$ cat src/rtl/vpicPkg.sv
package vpicPkg;
  localparam int LINES = 8;
  localparam int IDX_W = $clog2(LINES);
  localparam int VEC_W = 8;
  localparam int ADR_W = 2;

  typedef enum logic [ADR_W-1:0] {
    ADDR_BLOCK = 2'd0,
    ADDR_SENSE = 2'd1,
    ADDR_BASE  = 2'd2,
    ADDR_EOI   = 2'd3
  } regAddrE;

  typedef struct packed {
    logic             grant;
    logic             spur;
    logic [IDX_W-1:0] grantIdx;
    logic             eoiHit;
    logic [IDX_W-1:0] eoiIdx;
    logic             wrBlock;
    logic             wrSense;
    logic             wrBase;
  } ctrlStrobeS;
endpackage

$ cat src/rtl/vpicCtrl.sv
module vpicCtrl
  import vpicPkg::*;
(
  input  logic [LINES-1:0] irqIn,
  input  logic [LINES-1:0] blockQ,
  input  logic [LINES-1:0] senseQ,
  input  logic [LINES-1:0] pendQ,
  input  logic [LINES-1:0] isrQ,
  input  logic             ackIn,
  input  logic             regWe,
  input  logic [ADR_W-1:0] regAddr,
  input  logic [VEC_W-1:0] regWdata,
  output logic             intOut,
  output ctrlStrobeS       strb
);
  logic [LINES-1:0] eligible;
  logic [IDX_W:0]   ceilIdx;
  logic [IDX_W-1:0] winIdx;
  logic             found;

  // A line is live while its input is high; edge lines also need a latched edge.
  assign eligible = irqIn & (senseQ | pendQ) & ~blockQ;

  always_comb begin
    ceilIdx = (IDX_W+1)'(LINES);
    for (int i = LINES - 1; i >= 0; i--) begin
      if (isrQ[i]) ceilIdx = (IDX_W+1)'(i);
    end
  end

  always_comb begin
    found  = 1'b0;
    winIdx = '0;
    for (int i = LINES - 1; i >= 0; i--) begin
      if (eligible[i] && (i < int'(ceilIdx))) begin
        found  = 1'b1;
        winIdx = IDX_W'(i);
      end
    end
  end

  assign intOut = found;

  always_comb begin
    strb          = '0;
    strb.grant    = ackIn & found;
    strb.spur     = ackIn & ~found;
    strb.grantIdx = winIdx;
    strb.eoiHit   = regWe && (regAddr == ADDR_EOI);
    strb.eoiIdx   = regWdata[IDX_W-1:0];
    strb.wrBlock  = regWe && (regAddr == ADDR_BLOCK);
    strb.wrSense  = regWe && (regAddr == ADDR_SENSE);
    strb.wrBase   = regWe && (regAddr == ADDR_BASE);
  end
endmodule

$ cat src/rtl/vpicDp.sv
module vpicDp
  import vpicPkg::*;
#(
  parameter logic [VEC_W-1:0] DEF_BASE = 8'd32,
  parameter logic [VEC_W-1:0] SPUR_VEC = 8'hFF
) (
  input  logic             clk,
  input  logic             rstN,
  input  logic [LINES-1:0] irqIn,
  input  ctrlStrobeS       strb,
  input  logic [ADR_W-1:0] regAddr,
  input  logic [VEC_W-1:0] regWdata,
  output logic [LINES-1:0] blockQ,
  output logic [LINES-1:0] senseQ,
  output logic [LINES-1:0] pendQ,
  output logic [LINES-1:0] isrQ,
  output logic [VEC_W-1:0] vecOut,
  output logic             vecValid,
  output logic [VEC_W-1:0] regRdata
);
  logic [LINES-1:0] prevIrq;
  logic [VEC_W-1:0] baseQ;

  always_ff @(posedge clk or negedge rstN) begin
    if (!rstN) begin
      blockQ   <= '1;
      senseQ   <= '0;
      baseQ    <= DEF_BASE;
      prevIrq  <= '0;
      vecOut   <= '0;
      vecValid <= 1'b0;
    end else begin
      prevIrq  <= irqIn;
      vecValid <= strb.grant | strb.spur;
      if (strb.wrBlock) blockQ <= regWdata[LINES-1:0];
      if (strb.wrSense) senseQ <= regWdata[LINES-1:0];
      if (strb.wrBase)  baseQ  <= regWdata;
      if (strb.grant)     vecOut <= baseQ + VEC_W'(strb.grantIdx);
      else if (strb.spur) vecOut <= SPUR_VEC;
    end
  end

  for (genvar g = 0; g < LINES; g++) begin : gLine
    logic hitGrant, hitEoi;
    assign hitGrant = strb.grant && (strb.grantIdx == IDX_W'(g));
    assign hitEoi   = strb.eoiHit && (strb.eoiIdx == IDX_W'(g));

    always_ff @(posedge clk or negedge rstN) begin
      if (!rstN) begin
        pendQ[g] <= 1'b0;
        isrQ[g]  <= 1'b0;
      end else begin
        // A latched edge is dropped when the line falls or is granted.
        pendQ[g] <= irqIn[g] & (pendQ[g] | ~prevIrq[g]) & ~hitGrant;
        isrQ[g]  <= hitGrant | (isrQ[g] & ~hitEoi);
      end
    end
  end

  always_comb begin
    unique case (regAddr)
      ADDR_BLOCK: regRdata = VEC_W'(blockQ);
      ADDR_SENSE: regRdata = VEC_W'(senseQ);
      ADDR_BASE:  regRdata = baseQ;
      default:    regRdata = VEC_W'(isrQ);
    endcase
  end
endmodule

$ cat src/rtl/vecPic.sv
module vecPic
  import vpicPkg::*;
#(
  parameter logic [7:0] DEF_BASE = 8'd32,
  parameter logic [7:0] SPUR_VEC = 8'hFF
) (
  input  logic       clk,
  input  logic       rstN,
  input  logic [7:0] irqIn,
  input  logic       ackIn,
  output logic       intOut,
  output logic [7:0] vecOut,
  output logic       vecValid,
  input  logic       regWe,
  input  logic [1:0] regAddr,
  input  logic [7:0] regWdata,
  output logic [7:0] regRdata
);
  ctrlStrobeS       strb;
  logic [LINES-1:0] blockQ, senseQ, pendQ, isrQ;

  vpicCtrl ctrl_i (
    .irqIn(irqIn), .blockQ(blockQ), .senseQ(senseQ), .pendQ(pendQ),
    .isrQ(isrQ), .ackIn(ackIn), .regWe(regWe), .regAddr(regAddr),
    .regWdata(regWdata), .intOut(intOut), .strb(strb)
  );

  vpicDp #(.DEF_BASE(DEF_BASE), .SPUR_VEC(SPUR_VEC)) dp_i (
    .clk(clk), .rstN(rstN), .irqIn(irqIn), .strb(strb),
    .regAddr(regAddr), .regWdata(regWdata), .blockQ(blockQ),
    .senseQ(senseQ), .pendQ(pendQ), .isrQ(isrQ), .vecOut(vecOut),
    .vecValid(vecValid), .regRdata(regRdata)
  );
endmodule

$ cat config.mk
export PLATFORM = sky130hd
export DESIGN_NAME = vecPic
export DESIGN_NICKNAME = d
export VERILOG_FILES = /design/src/rtl/vpicPkg.sv /design/src/rtl/vpicCtrl.sv /design/src/rtl/vpicDp.sv /design/src/rtl/vecPic.sv
export SDC_FILE = /design/constraint.sdc
export NUM_CORES = 1
export LEC_CHECK = 0
export BUFFER_PORTS_ARGS = -buffer_cell sky130_fd_sc_hd__buf_2
export CORE_ASPECT_RATIO = 0.9
export CORE_MARGIN = 1
export CORE_UTILIZATION = 50
export DETAILED_ROUTE_END_ITERATION = 8
export HOLD_SLACK_MARGIN = 0.15
export PLACE_DENSITY = 0.71
export SLEW_MARGIN = 20
export SYNTH_ARGS = -nofsm -noshare
export SYNTH_HDL_FRONTEND = slang
export SYNTH_SLANG_ARGS = --single-unit
$ cat constraint.sdc
create_clock -name clk -period 3.65 [get_ports clk]
set_input_delay 0.1825 -clock clk [delete_from_list [all_inputs] [get_ports clk]]
set_output_delay 0.1825 -clock clk [all_outputs]
set_load 0.05 [all_outputs]
## Yosys cells after proc, flatten, opt, wreduce, memory -nomap -nowiden

Index checks and enable logic that the tools add are counted.

| storage, ports and cells | value |
|---|---|
| bits in registers | 57 |
| input port bits | 22 |
| output and inout bits | 18 |
| word-level logic and storage cells | 179 |

| cells by class | value |
|---|---|
| add/subtract/negate cells | 1 |
| $lt $le $gt $ge | 8 |
| equal/unequal tests | 17 |
| multiplexer cells | 27 |
| bitwise operators | 72 |
| reductions and logical operators | 32 |

Operators with widths:

| cell | count |
|---|---|
| 4-bit two-way mux | 8 |
| 1-bit logical AND | 28 |
| 1-bit AND | 26 |
| 1-bit NOT | 25 |
| 3-bit == test, second input constant | 8 |
| 3-bit two-way mux | 8 |
| 8-bit case mux with 3 select lines | 1 |
| 1-bit bitwise OR | 17 |
| 8-bit AND | 2 |
| 3-bit by 4-bit less-than comparator with 1-bit output, first input constant | 4 |
| 8-bit two-way mux | 2 |
| 3-bit by 2-bit == test with 1-bit output, second input constant | 4 |
| 8-bit by 3-bit adder with 8-bit output | 1 |
| 1-bit by 4-bit less-than comparator with 1-bit output, first input constant | 2 |
| 2-bit by 4-bit less-than comparator with 1-bit output, first input constant | 2 |
| 1-bit two-way mux | 8 |
| 8-bit NOT | 1 |
| 8-bit bitwise OR | 1 |
| 3-bit by 1-bit == test with 1-bit output, second input constant | 2 |
| 3-bit zero test | 2 |
| 2-bit == test, second input constant | 2 |
| 2-bit by 1-bit == test with 1-bit output, second input constant | 1 |
| 2-bit zero test | 1 |
| 2-bit nonzero test | 1 |

## Depth between registers and ports, before layout

Gate-level depths: netlist (run 1).

| logic depth | value |
|---|---|
| word-level depth | 22 |
| gate-level depth with buffers | 13 |
| gate-level depth less buffers | 13 |

## Cells and area by module

A second synthesis (run 1) with hierarchy kept.

| second synthesis, totals | value |
|---|---|
| cells, all modules | 248 |
| area, all modules | 2940.3 um^2 |

By module, submodules not included:

| module | instances | cells each | area an instance (um^2) | sequential area each (um^2) |
|---|---|---|---|---|
| vpicDp | 1 | 186 | 2499.9 | 1437.6 |
| vpicCtrl | 1 | 62 | 440.4 | 0.0 |

## Least setup slack after synthesis (run 1)

Ideal clock, no wire load.

| path | value |
|---|---|
| path type | register to register |
| start | register dp_i.isrQ[0] |
| end | register dp_i.vecOut[7] |
| library setup time | 123 ps |
| arrival | 2990 ps |
| data required time | 3527 ps |
| setup slack | 537 ps |
| cell stages (with the launch flop) | 13 |
| buffers on the path | 0 |
| period minus slack after synthesis | 3113 ps |
| cell sequence | dfrtp_1 or4_4 a211oi_1 a31o_2 nand2_1 inv_1 ha_1 a21o_1 nor2_1 nor2_1 o211a_1 or4_1 o221a_2 |

| between the ends | value |
|---|---|
| longest elaborated chain between the ends | 14 |
| elaborated cells between the ends (all ways) | 39 |
| those cells by class | add/sub: 1; order compare: 8; mux: 18; bitwise: 3; reduce/logical: 9 |

Ends and longest elaborated chain:

| element | RTL line | source |
|---|---|---|
| start, declared | vpicDp.sv:16 | `output logic [LINES-1:0] isrQ,` |
| start signal, assigned by index | vpicDp.sv:55 | `isrQ[g] <= hitGrant \| (isrQ[g] & ~hitEoi);` |
| 4-bit two-way mux * | vpicCtrl.sv:27 | `if (isrQ[i]) ceilIdx = (IDX_W+1)'(i);` |
| branches (longest 13 deep; another with 8-bit by 3-bit adder with 8-bit output) | - |  |
| end signal, assigned | vpicDp.sv:38 | `if (strb.grant) vecOut <= baseQ + VEC_W'(strb.grantIdx);` |
| end, declared | vpicDp.sv:17 | `output logic [VEC_W-1:0] vecOut,` |

Every way passes the cells marked *.
A chain may end at the register's enable or synchronous reset.

## Worst setup path in the final report (run 1)

Ends and elaborated chain as after synthesis.

==> results of run 1 <==
[power breakdown]
part           switching (mW)  total, mW  leakage, nW  internal [mW]
clock                   0.245      0.595        0.103          0.350
combinational           0.532      0.840        0.779          0.308
sequential              0.133      0.909        0.658          0.775
total                   0.910       2.34         1.54           1.43
[routing by layer]
layer	global-route usage (%)	part of all wire, %	vias up
li1	-	-	1102
met1	33.8	46	1151
met2	37.2	45	76
met3	8.02	6.0	19
met4	9.98	2.2	0
met5	0	0	-
[area by class of cell]
type,count,share of cell area (%)
clock inverter,3,1.11
timing repair buffer,57,10.2
inverter,6,0.626
tap,70,2.44
clock buffer,13,4.42
multi-input combinational,189,41.2
sequential,57,40.0
[flip-flops by register name (all words and copies together), names as in the netlist]
| name | cells |
|---|---|
| dp_i.baseQ | 8 |
| dp_i.vecOut | 8 |
| dp_i.vecValid | 1 |
| dp_i.prevIrq | 8 |
| dp_i.blockQ | 8 |
| dp_i.pendQ | 8 |
| dp_i.senseQ | 8 |
| dp_i.isrQ | 8 |
[kinds of logic (layout without fill, tap and decap cells)]
logic type      count (synthesis)  count (layout)  synth area share [%]
buf+inv                        14              79                  2.47
fa+ha+maj                       3               3                  1.51
xor+xnor                        1               1                 0.293
compound gates                 64              64                  15.6
mux                            33              33                  15.5
flops                          57              57                  48.1
simple gates                   88              88                  16.5
[metrics by stage]
step	worst slack (ps)	hold WS [ps]	cells
4_1_cts	216	165	395
6_report	208	182	395
2_1_floorplan	537	-113	260
5_1_grt	6.73	173	395
3_3_place_gp	341	321	364
3_5_place_dp	238	323	364
[cells in the final DEF, fill, tap and decap left out, types with 3 or more instances in the layout]
| cell | instances |
|---|---|
| a21oi_1 | 9 |
| and3_1 | 4 |
| buf_2 | 39 |
| buf_4 | 3 |
| clkbuf_8 | 11 |
| dfrtp_1 | 48 |
| dfstp_2 | 9 |
| dlygate4sd3_1 | 15 |
| inv_1 | 6 |
| mux2_2 | 24 |
| mux4_2 | 7 |
| nand2_1 | 20 |
| nand2b_1 | 13 |
| nand3_1 | 3 |
| nand3b_1 | 4 |
| nor2_1 | 15 |
| nor3_1 | 3 |
| o211ai_1 | 5 |
| o21ai_0 | 17 |
| o221a_2 | 3 |
| o311a_1 | 4 |
| o31ai_1 | 7 |
| or2_2 | 5 |
[path summary, 6_finish.rpt]
path                                   to  slack, ps  cells past startpoint
max                        dp_i.vecOut[7]        210                     12
min                        dp_i.senseQ[2]        180                      2
max reg2reg                dp_i.vecOut[7]        210                     12
min reg2reg                dp_i.vecOut[2]        500                      1
max in group asynchronous  dp_i.vecOut[3]       2660                      3
min in group asynchronous  dp_i.vecOut[4]        490                      3
[what timing repair did]
| item | CTS | global route |
|---|---|---|
| hold endpoints to repair | 82 | 0 |
| hold buffers | 15 | 0 |
| setup buffers | 0 | 0 |
[worst register-to-register path, stage by stage, from the launching register on]
cell and delay, ps:
dfrtp_1 440, or4_4 590, a211oi_1 310, a31o_2 190, nand2_1 130, inv_1 240, ha_1 270, a21o_1 230
nor2_1 150, nor2_1 60, o211a_1 110, or4_1 460, o221a_2 140
==> impl_metrics.csv, run 1 <==
group,metric,value,unit
timing,rsz0062_at_grt,"no",
power_and_ir_drop,power,2.34,mW
worst_setup_path,r2r_start,"dp_i.isrQ[0]",
finish,regArea,1440,µm²
yosys,ys_types,58,
finish,syn2layout_area_growth,20.4,%
clock_tree,root_buffer,"clkbuf_8",
clock_tree,cts_tree,"built",
timing,fin_crit,3440,ps
detailed_routing,dr.pass1.iters,4,
global_route,grt_max_degree,58,
finish,nNetsFinal,345,
worst_setup_path,cp_cell_sequence,"or4_4 > a211oi_1 > a31o_2 > nand2_1 > inv_1 > ha_1 > a21o_1 > nor2_1 > nor2_1 > o211a_1 > or4_1 > o221a_2",
yosys,netlist_area,2990,µm²
worst_setup_path,cp_common_cell,"nor2_1",
detailed_routing,vias,2348,
clock_tree,numCtsBuffers,9,
worst_setup_path,cp.arrival,3680,ps
global_route,grt_pass1_wl,11400,µm
timing,fmax,291,MHz
power_and_ir_drop,vdd_drop_max,0.399,mV
detailed_routing,wl_per_cell,18.0,µm
worst_setup_path,critPathLaunchType,"flip-flop",
yosys,synth_nets,285,
clock_tree,clockBufferDepth,2,
yosys,ys_async_sr_fraction,100,%
yosys,ys_seq_elements,57,
floorplan,die_width,83.5,µm
worst_setup_path,critPathRequiredTime,3880,ps
yosys,ys_seq_area_share,48.1,%
clock_tree,clkSinkCount,57,
power_and_ir_drop,leakagePower,1.54,nW
timing,clock-skew-final,8.28,ps
worst_setup_path,path_delay_family,"simple AND/OR/NAND/NOR gates",
floorplan,core_area,5730,µm²
global_route,grt_pass1_vias,2256,
yosys,ys_warn_count,0,
timing,slew_viol_final,0,
floorplan,core.rowCount,26,
yosys,synth_top_area_share,40.2,%
worst_setup_path,cpPeakStageDelay,590,ps
worst_setup_path,endpoint_kind,"flip-flop",
yosys,synth_edf_count,0,
finish,drive_gt1_share,34.8,%
timing,worstMarginPinSlew,909,ps
place,post_dp_cell_area,3250,µm²
timing,slew-limit-headroom,39.1,%
yosys,syn_inst,260,
global_route,antenna_found_initial,0,
global_route,groute.usage.overall,24.7,%
worst_setup_path,slowest_stage,"or4_4",
detailed_routing,drt_iter0_markers,152,
finish,finalInstanceArea,3600,µm²
detailed_routing,antenna_left,0,
floorplan,ios,40,
yosys,synthTopCellsByArea,"dfrtp_1 (40%), mux2_2 (9.0%), dfstp_2 (7.9%)",
timing,hold_viol,0,
run,maxCapViolations,0,
finish,fin_util,62.8,%
timing,tns,0,ps
yosys,synth_top_flop_cell,"dfrtp_1",
worst_setup_path,path_class,"reg -> reg",
worst_setup_path,cp-startpoint,"dp_i.isrQ[0]",
status,status,"finished, final reports clean",
yosys,yosys.area.top_type,"dfrtp_1",
floorplan,die_area,6290,µm²
finish,antenna-diode-count,0,
detailed_routing,drc,0,
place,globalplace.congestion,0.970,
yosys,synth_most_common_cell,"dfrtp_1",
place,dp_hpwl,4880,µm
timing,post-route-period-util,94.3,%
detailed_routing,via_per_inst,5.94,
floorplan,die_y,75.3,µm
worst_setup_path,cp_max_fo,8,
yosys,yosys-top-cells-count,"dfrtp_1 (48), mux2_2 (24), nand2_1 (20)",
yosys,avgSynthCellArea,11.5,µm²
place,numPortBuffers,39,
floorplan,initial_core_util,52.2,%
worst_setup_path,critPathBufInv,1,
clock_tree,post_cts_resized,0,
hold_path,hold_path.class,"in -> reg",
timing,setup_viol,0,
global_route,grt-ovfl-total,0,
clock_tree,clk_pin_slew_worst_paths,70,ps
finish,multiInputGateArea,1480,µm²
finish,fillers,489,
power_and_ir_drop,powerDensity,652,nW/µm²
clock_tree,insertion_delay,350,ps
hold_path,min-delay-start,"regWdata[2]",
detailed_routing,wl,7130,µm
clock_tree,cts.htree.levels,3,
No activity file was read; power rests on OpenSTA's default activity.
==> run 2: changes to the inputs <==
Settings changed: CORE_UTILIZATION 50 to 57, PLACE_DENSITY 0.71 to 0.79.
==> run 2 against run 1 <==
Against the previous run: register-to-register slack better by 70 ps; sequential share of layout area fell by 0.30 points; first-iteration DRC count is 35% higher; via count grew 2.1%; routed wire length rose by 1.9%; global-route usage grew 5.3 points; die area is 12% lower.
==> impl_metrics.csv, run 2 (synthesized netlist as in run 1, its figures left out) <==
group,metric,value,unit
status,status,"finished, final reports clean",
place,globalplace.congestion,0.905,
timing,clock-skew-final,11.2,ps
finish,final_cell_mix,"dfrtp_1 (48), buf_2 (39), mux2_2 (24)",
detailed_routing,drt_iter0_markers,205,
finish,drive_gt1_share,36.0,%
floorplan,initial_core_util,60.3,%
floorplan,die_y,70.7,µm
run,maxCapViolations,0,
finish,nNetsFinal,345,
detailed_routing,antenna_left,0,
finish,antenna-diode-count,0,
timing,slew_viol_final,0,
floorplan,die_width,78.3,µm
detailed_routing,drc,0,
worst_setup_path,critPathBufInv,1,
hold_path,hold_path.class,"in -> reg",
finish,syn2layout_area_growth,21.3,%
timing,setup_viol,0,
floorplan,core.rowCount,24,
worst_setup_path,path_delay_family,"simple AND/OR/NAND/NOR gates",
worst_setup_path,cpPeakStageDelay,600,ps
worst_setup_path,cp_max_fo,8,
clock_tree,insertion_delay,350,ps
worst_setup_path,cp.arrival,3600,ps
place,dp_hpwl,4900,µm
clock_tree,numCtsBuffers,9,
timing,rsz0062_at_grt,"no",
worst_setup_path,slowest_stage,"or4_4",
floorplan,die_area,5540,µm²
place,numPortBuffers,39,
worst_setup_path,critPathLaunchType,"flip-flop",
clock_tree,clk_pin_slew_worst_paths,70,ps
detailed_routing,dr.pass1.iters,4,
global_route,grt_pass1_wl,12200,µm
timing,fmax,297,MHz
timing,worstMarginPinSlew,944,ps
timing,fin_crit,3370,ps
power_and_ir_drop,leakagePower,1.55,nW
timing,tns,0,ps
power_and_ir_drop,powerDensity,671,nW/µm²
timing,slew-limit-headroom,36.8,%
clock_tree,post_cts_buffers,0,
floorplan,core_area,4950,µm²
worst_setup_path,cp_common_cell,"nor2_1",
detailed_routing,wl,7260,µm
clock_tree,root_buffer,"clkbuf_8",
clock_tree,cts.htree.levels,3,
clock_tree,cts_tree,"built",
timing,post-route-period-util,92.4,%
timing,hold_viol,0,
finish,final_common_cell,"dfrtp_1",
worst_setup_path,critPathRequiredTime,3880,ps
clock_tree,clkSinkCount,57,
detailed_routing,via_per_inst,6.15,
global_route,grt_max_degree,58,
floorplan,ios,40,
worst_setup_path,endpoint_kind,"flip-flop",
global_route,grt_pass1_vias,2414,
worst_setup_path,path_class,"reg -> reg",
global_route,antenna_found_initial,0,
worst_setup_path,cp_cell_sequence,"or4_4 > a211oi_2 > a31o_2 > nand2_1 > inv_2 > ha_1 > a21o_1 > nor2_1 > nor2_1 > o211a_1 > or4_1 > o221a_2",
clock_tree,clockBufferDepth,2,
power_and_ir_drop,power,2.43,mW
power_and_ir_drop,vdd_drop_max,0.415,mV
detailed_routing,vias,2398,
detailed_routing,wl_per_cell,18.6,µm
global_route,groute.usage.overall,30.0,%
finish,fillers,368,
global_route,grt-ovfl-total,0,
==> run 2: cell types whose count changed in the layout (fill, tap and decap cells not counted), sizes merged <==
cell	delta
clkbuf	-3
bufinv	+1
clkinvlp	+1
inv	+1
==> run 2: final timing paths <==
check / slack [ps] / depth (start not counted) / to / startpoint
max reg2reg: 280 / 12 / dp_i.vecOut[7] / dp_i.isrQ[0]
min reg2reg: 510 / 1 / dp_i.vecOut[2] / dp_i.vecOut[2]
max: 280 / 12 / dp_i.vecOut[7] / dp_i.isrQ[0]
min: 170 / 3 / dp_i.isrQ[0] / regWdata[1]
max in group asynchronous: 2670 / 3 / dp_i.vecOut[5] / rstN
min in group asynchronous: 510 / 3 / dp_i.prevIrq[3] / rstN
==> run 2: timing repair <==
action,4_1_cts,5_1_grt
resized for setup,0,2
endpoints found under the setup margin,0,1
hold buffers,15,0
endpoints found under the hold margin,82,0
==> run 2: cell type report <==
class | count | area, µm² | area share, %
tap | 65 | 81.3 | 2.24
inverter | 6 | 22.5 | 0.622
sequential | 57 | 1440 | 39.7
timing repair buffer | 57 | 368 | 10.2
clock inverter | 6 | 90.1 | 2.49
multi-input combinational | 189 | 1490 | 41.0
clock buffer | 10 | 138 | 3.80
==> run 2: stage by stage <==
step | hold slack, ps | worst slack, ps | utilization [%] | instances | area, µm²
after floorplan | -113 | 537 | - | 260 | 2990
after global placement | 315 | 340 | 65.4 | 359 | 3240
after detailed placement | 317 | 187 | 65.4 | 359 | 3240
after CTS | 156 | 171 | 73.0 | 390 | 3620
after global routing | 191 | 65.9 | 73.1 | 390 | 3620
final | 171 | 279 | 73.1 | 390 | 3620
==> run 2: power by group <==
group | switching (mW) | internal [mW] | total, mW
combinational | 0.534 | 0.309 | 0.843
clock | 0.272 | 0.405 | 0.676
sequential | 0.139 | 0.775 | 0.913
total | 0.944 | 1.49 | 2.43
==> run 2: worst register-to-register path, stage by stage (launching register included) <==
cell      delay, ps
dfrtp_1         460
or4_4           600
a211oi_2        250
a31o_2          180
nand2_1         140
inv_2           190
ha_1            250
a21o_1          240
nor2_1          170
nor2_1           60
o211a_1         110
or4_1           460
o221a_2         140
==> run 2: per-layer routing <==
metal,global-route usage [%],wire (µm),vias to the layer above
met5,0,0,-
met1,41.6,3270,1187
met3,7.74,426,13
li1,-,-,1113
met2,44.5,3400,85
met4,14.0,162,0
==> run 3: changes to the inputs <==
Settings changed: PLACE_DENSITY 0.79 to 0.8.
==> run 3 against run 2 <==
Against the previous run: count of clock-buffer cells in the layout grew 2; fmax shrank 0.52%; clock power decreased by 6.4%; global-route usage shrank 0.079 points; sequential cell count is the same; setup slack worse by 18 ps; via count is essentially flat; power shrank 1.7%; worst hold slack improved by 17 ps; critical path type unchanged; critical endpoint unchanged; largest power group unchanged.
==> impl_metrics.csv, run 3 (synthesized netlist as in run 1, its figures left out) <==
group,metric,value,unit
global_route,groute.usage.overall,29.9,%
place,dp_hpwl,5130,µm
finish,nNetsFinal,346,
worst_setup_path,critPathRequiredTime,3870,ps
floorplan,die_area,5540,µm²
timing,post-route-period-util,92.9,%
floorplan,core.rowCount,24,
timing,slew-limit-headroom,51.8,%
timing,slew_viol_final,0,
timing,clock-skew-final,10.8,ps
worst_setup_path,cp-startpoint,"dp_i.isrQ[0]",
timing,fin_crit,3390,ps
hold_path,min-delay-start,"regWdata[1]",
clock_tree,clkSinkCount,57,
detailed_routing,drc,0,
clock_tree,post_cts_buffers,0,
floorplan,die_y,70.7,µm
detailed_routing,drt_iter0_markers,220,
run,maxCapViolations,0,
detailed_routing,antenna_left,0,
power_and_ir_drop,power,2.39,mW
timing,worstMarginPinSlew,723,ps
timing,setup_viol,0,
finish,final_cell_count_no_fill,391,
finish,drive_gt1_share,35.6,%
clock_tree,cts.htree.levels,3,
place,preCtsSetupSlack,228,ps
worst_setup_path,r2r_start,"dp_i.isrQ[0]",
detailed_routing,vias,2399,
hold_path,hold_path.class,"in -> reg",
clock_tree,insertion_delay,350,ps
global_route,grt_max_degree,58,
place,dp.cells,360,
timing,fmax,295,MHz
finish,finalInstanceArea,3610,µm²
detailed_routing,wl_per_cell,18.9,µm
floorplan,core_area,4950,µm²
finish,syn2layout_area_growth,20.8,%
power_and_ir_drop,leakagePower,1.54,nW
timing,postLayoutSetupSlackWorst,261,ps
clock_tree,clk_pin_slew_worst_paths,70,ps
worst_setup_path,path_class,"reg -> reg",
timing,hold_slack,187,ps
timing,tns,0,ps
worst_setup_path,cp.arrival,3610,ps
status,status,"finished, final reports clean",
global_route,grt-ovfl-total,0,
detailed_routing,via_per_inst,6.14,
power_and_ir_drop,vdd_drop_max,0.344,mV
timing,hold_viol,0,
finish,antenna-diode-count,0,
global_route,grt_pass1_vias,2429,
worst_setup_path,endpoint_kind,"flip-flop",
finish,fin_util,72.8,%
worst_setup_path,cp_max_fo,8,
timing,rsz0062_at_grt,"no",
place,post_dp_cell_area,3240,µm²
clock_tree,numCtsBuffers,9,
worst_setup_path,critPathLaunchType,"flip-flop",
clock_tree,root_buffer,"clkbuf_8",
clock_tree,cts_tree,"built",
place,numPortBuffers,39,
floorplan,initial_core_util,60.3,%
power_and_ir_drop,powerDensity,663,nW/µm²
global_route,grt_pass1_wl,12100,µm
floorplan,ios,40,
floorplan,die_width,78.3,µm
global_route,antenna_found_initial,0,
finish,final_common_cell,"dfrtp_1",
detailed_routing,wl,7400,µm
detailed_routing,dr.pass1.iters,4,
finish,final_cell_mix,"dfrtp_1 (48), buf_2 (39), mux2_2 (24)",
place,globalplace.congestion,0.898,
clock_tree,clockBufferDepth,2,
run 3: metal layers:
layer	part of all wire [%]	wire [µm]	GRT usage (%)
met5	0	0	0
met4	1.2	90	10.1
met3	4.7	351	7.61
met2	49	3640	48.7
met1	45	3310	39.4
run 3: path summary, 6_finish.rpt:
| kind | end | slack, ps | cells after the start |
|---|---|---|---|
| min in group asynchronous | dp_i.baseQ[7] | 500 | 3 |
| max reg2reg | dp_i.vecOut[7] | 260 | 12 |
| min | dp_i.isrQ[1] | 190 | 3 |
| max in group asynchronous | dp_i.baseQ[0] | 2660 | 3 |
| min reg2reg | dp_i.vecOut[2] | 510 | 1 |
| max | dp_i.vecOut[7] | 260 | 12 |
run 3: power breakdown:
part / leakage, nW / switching, mW / internal [mW]
combinational: 0.780 / 0.532 / 0.309
sequential: 0.658 / 0.141 / 0.775
clock: 0.105 / 0.264 / 0.370
total: 1.54 / 0.937 / 1.45
run 3: critical path, cell delays in order (launching register included):
cell	delay, ps
dfrtp_1	450
or4_4	590
a211oi_1	310
a31o_2	200
nand2_1	130
inv_2	180
ha_1	240
a21o_1	230
nor2_1	160
nor2_1	60
o211a_1	110
or4_1	460
o221a_2	140
run 3: cell type report:
| type | instances | area [µm²] |
|---|---|---|
| Tap cell | 65 | 81.3 |
| Clock inverter | 4 | 50.0 |
| Inverter | 6 | 22.5 |
| Clock buffer | 12 | 165 |
| Fill cell | 357 | 1350 |
| Sequential cell | 57 | 1440 |
| Timing Repair Buffer | 58 | 375 |
| Multi-Input combinational cell | 189 | 1480 |
run 3: timing repair:
item,4_1_cts,5_1_grt
gates resized for setup,0,1
hold buffers,15,0
endpoints found under the setup margin,0,1
endpoints found under the hold margin,81,0
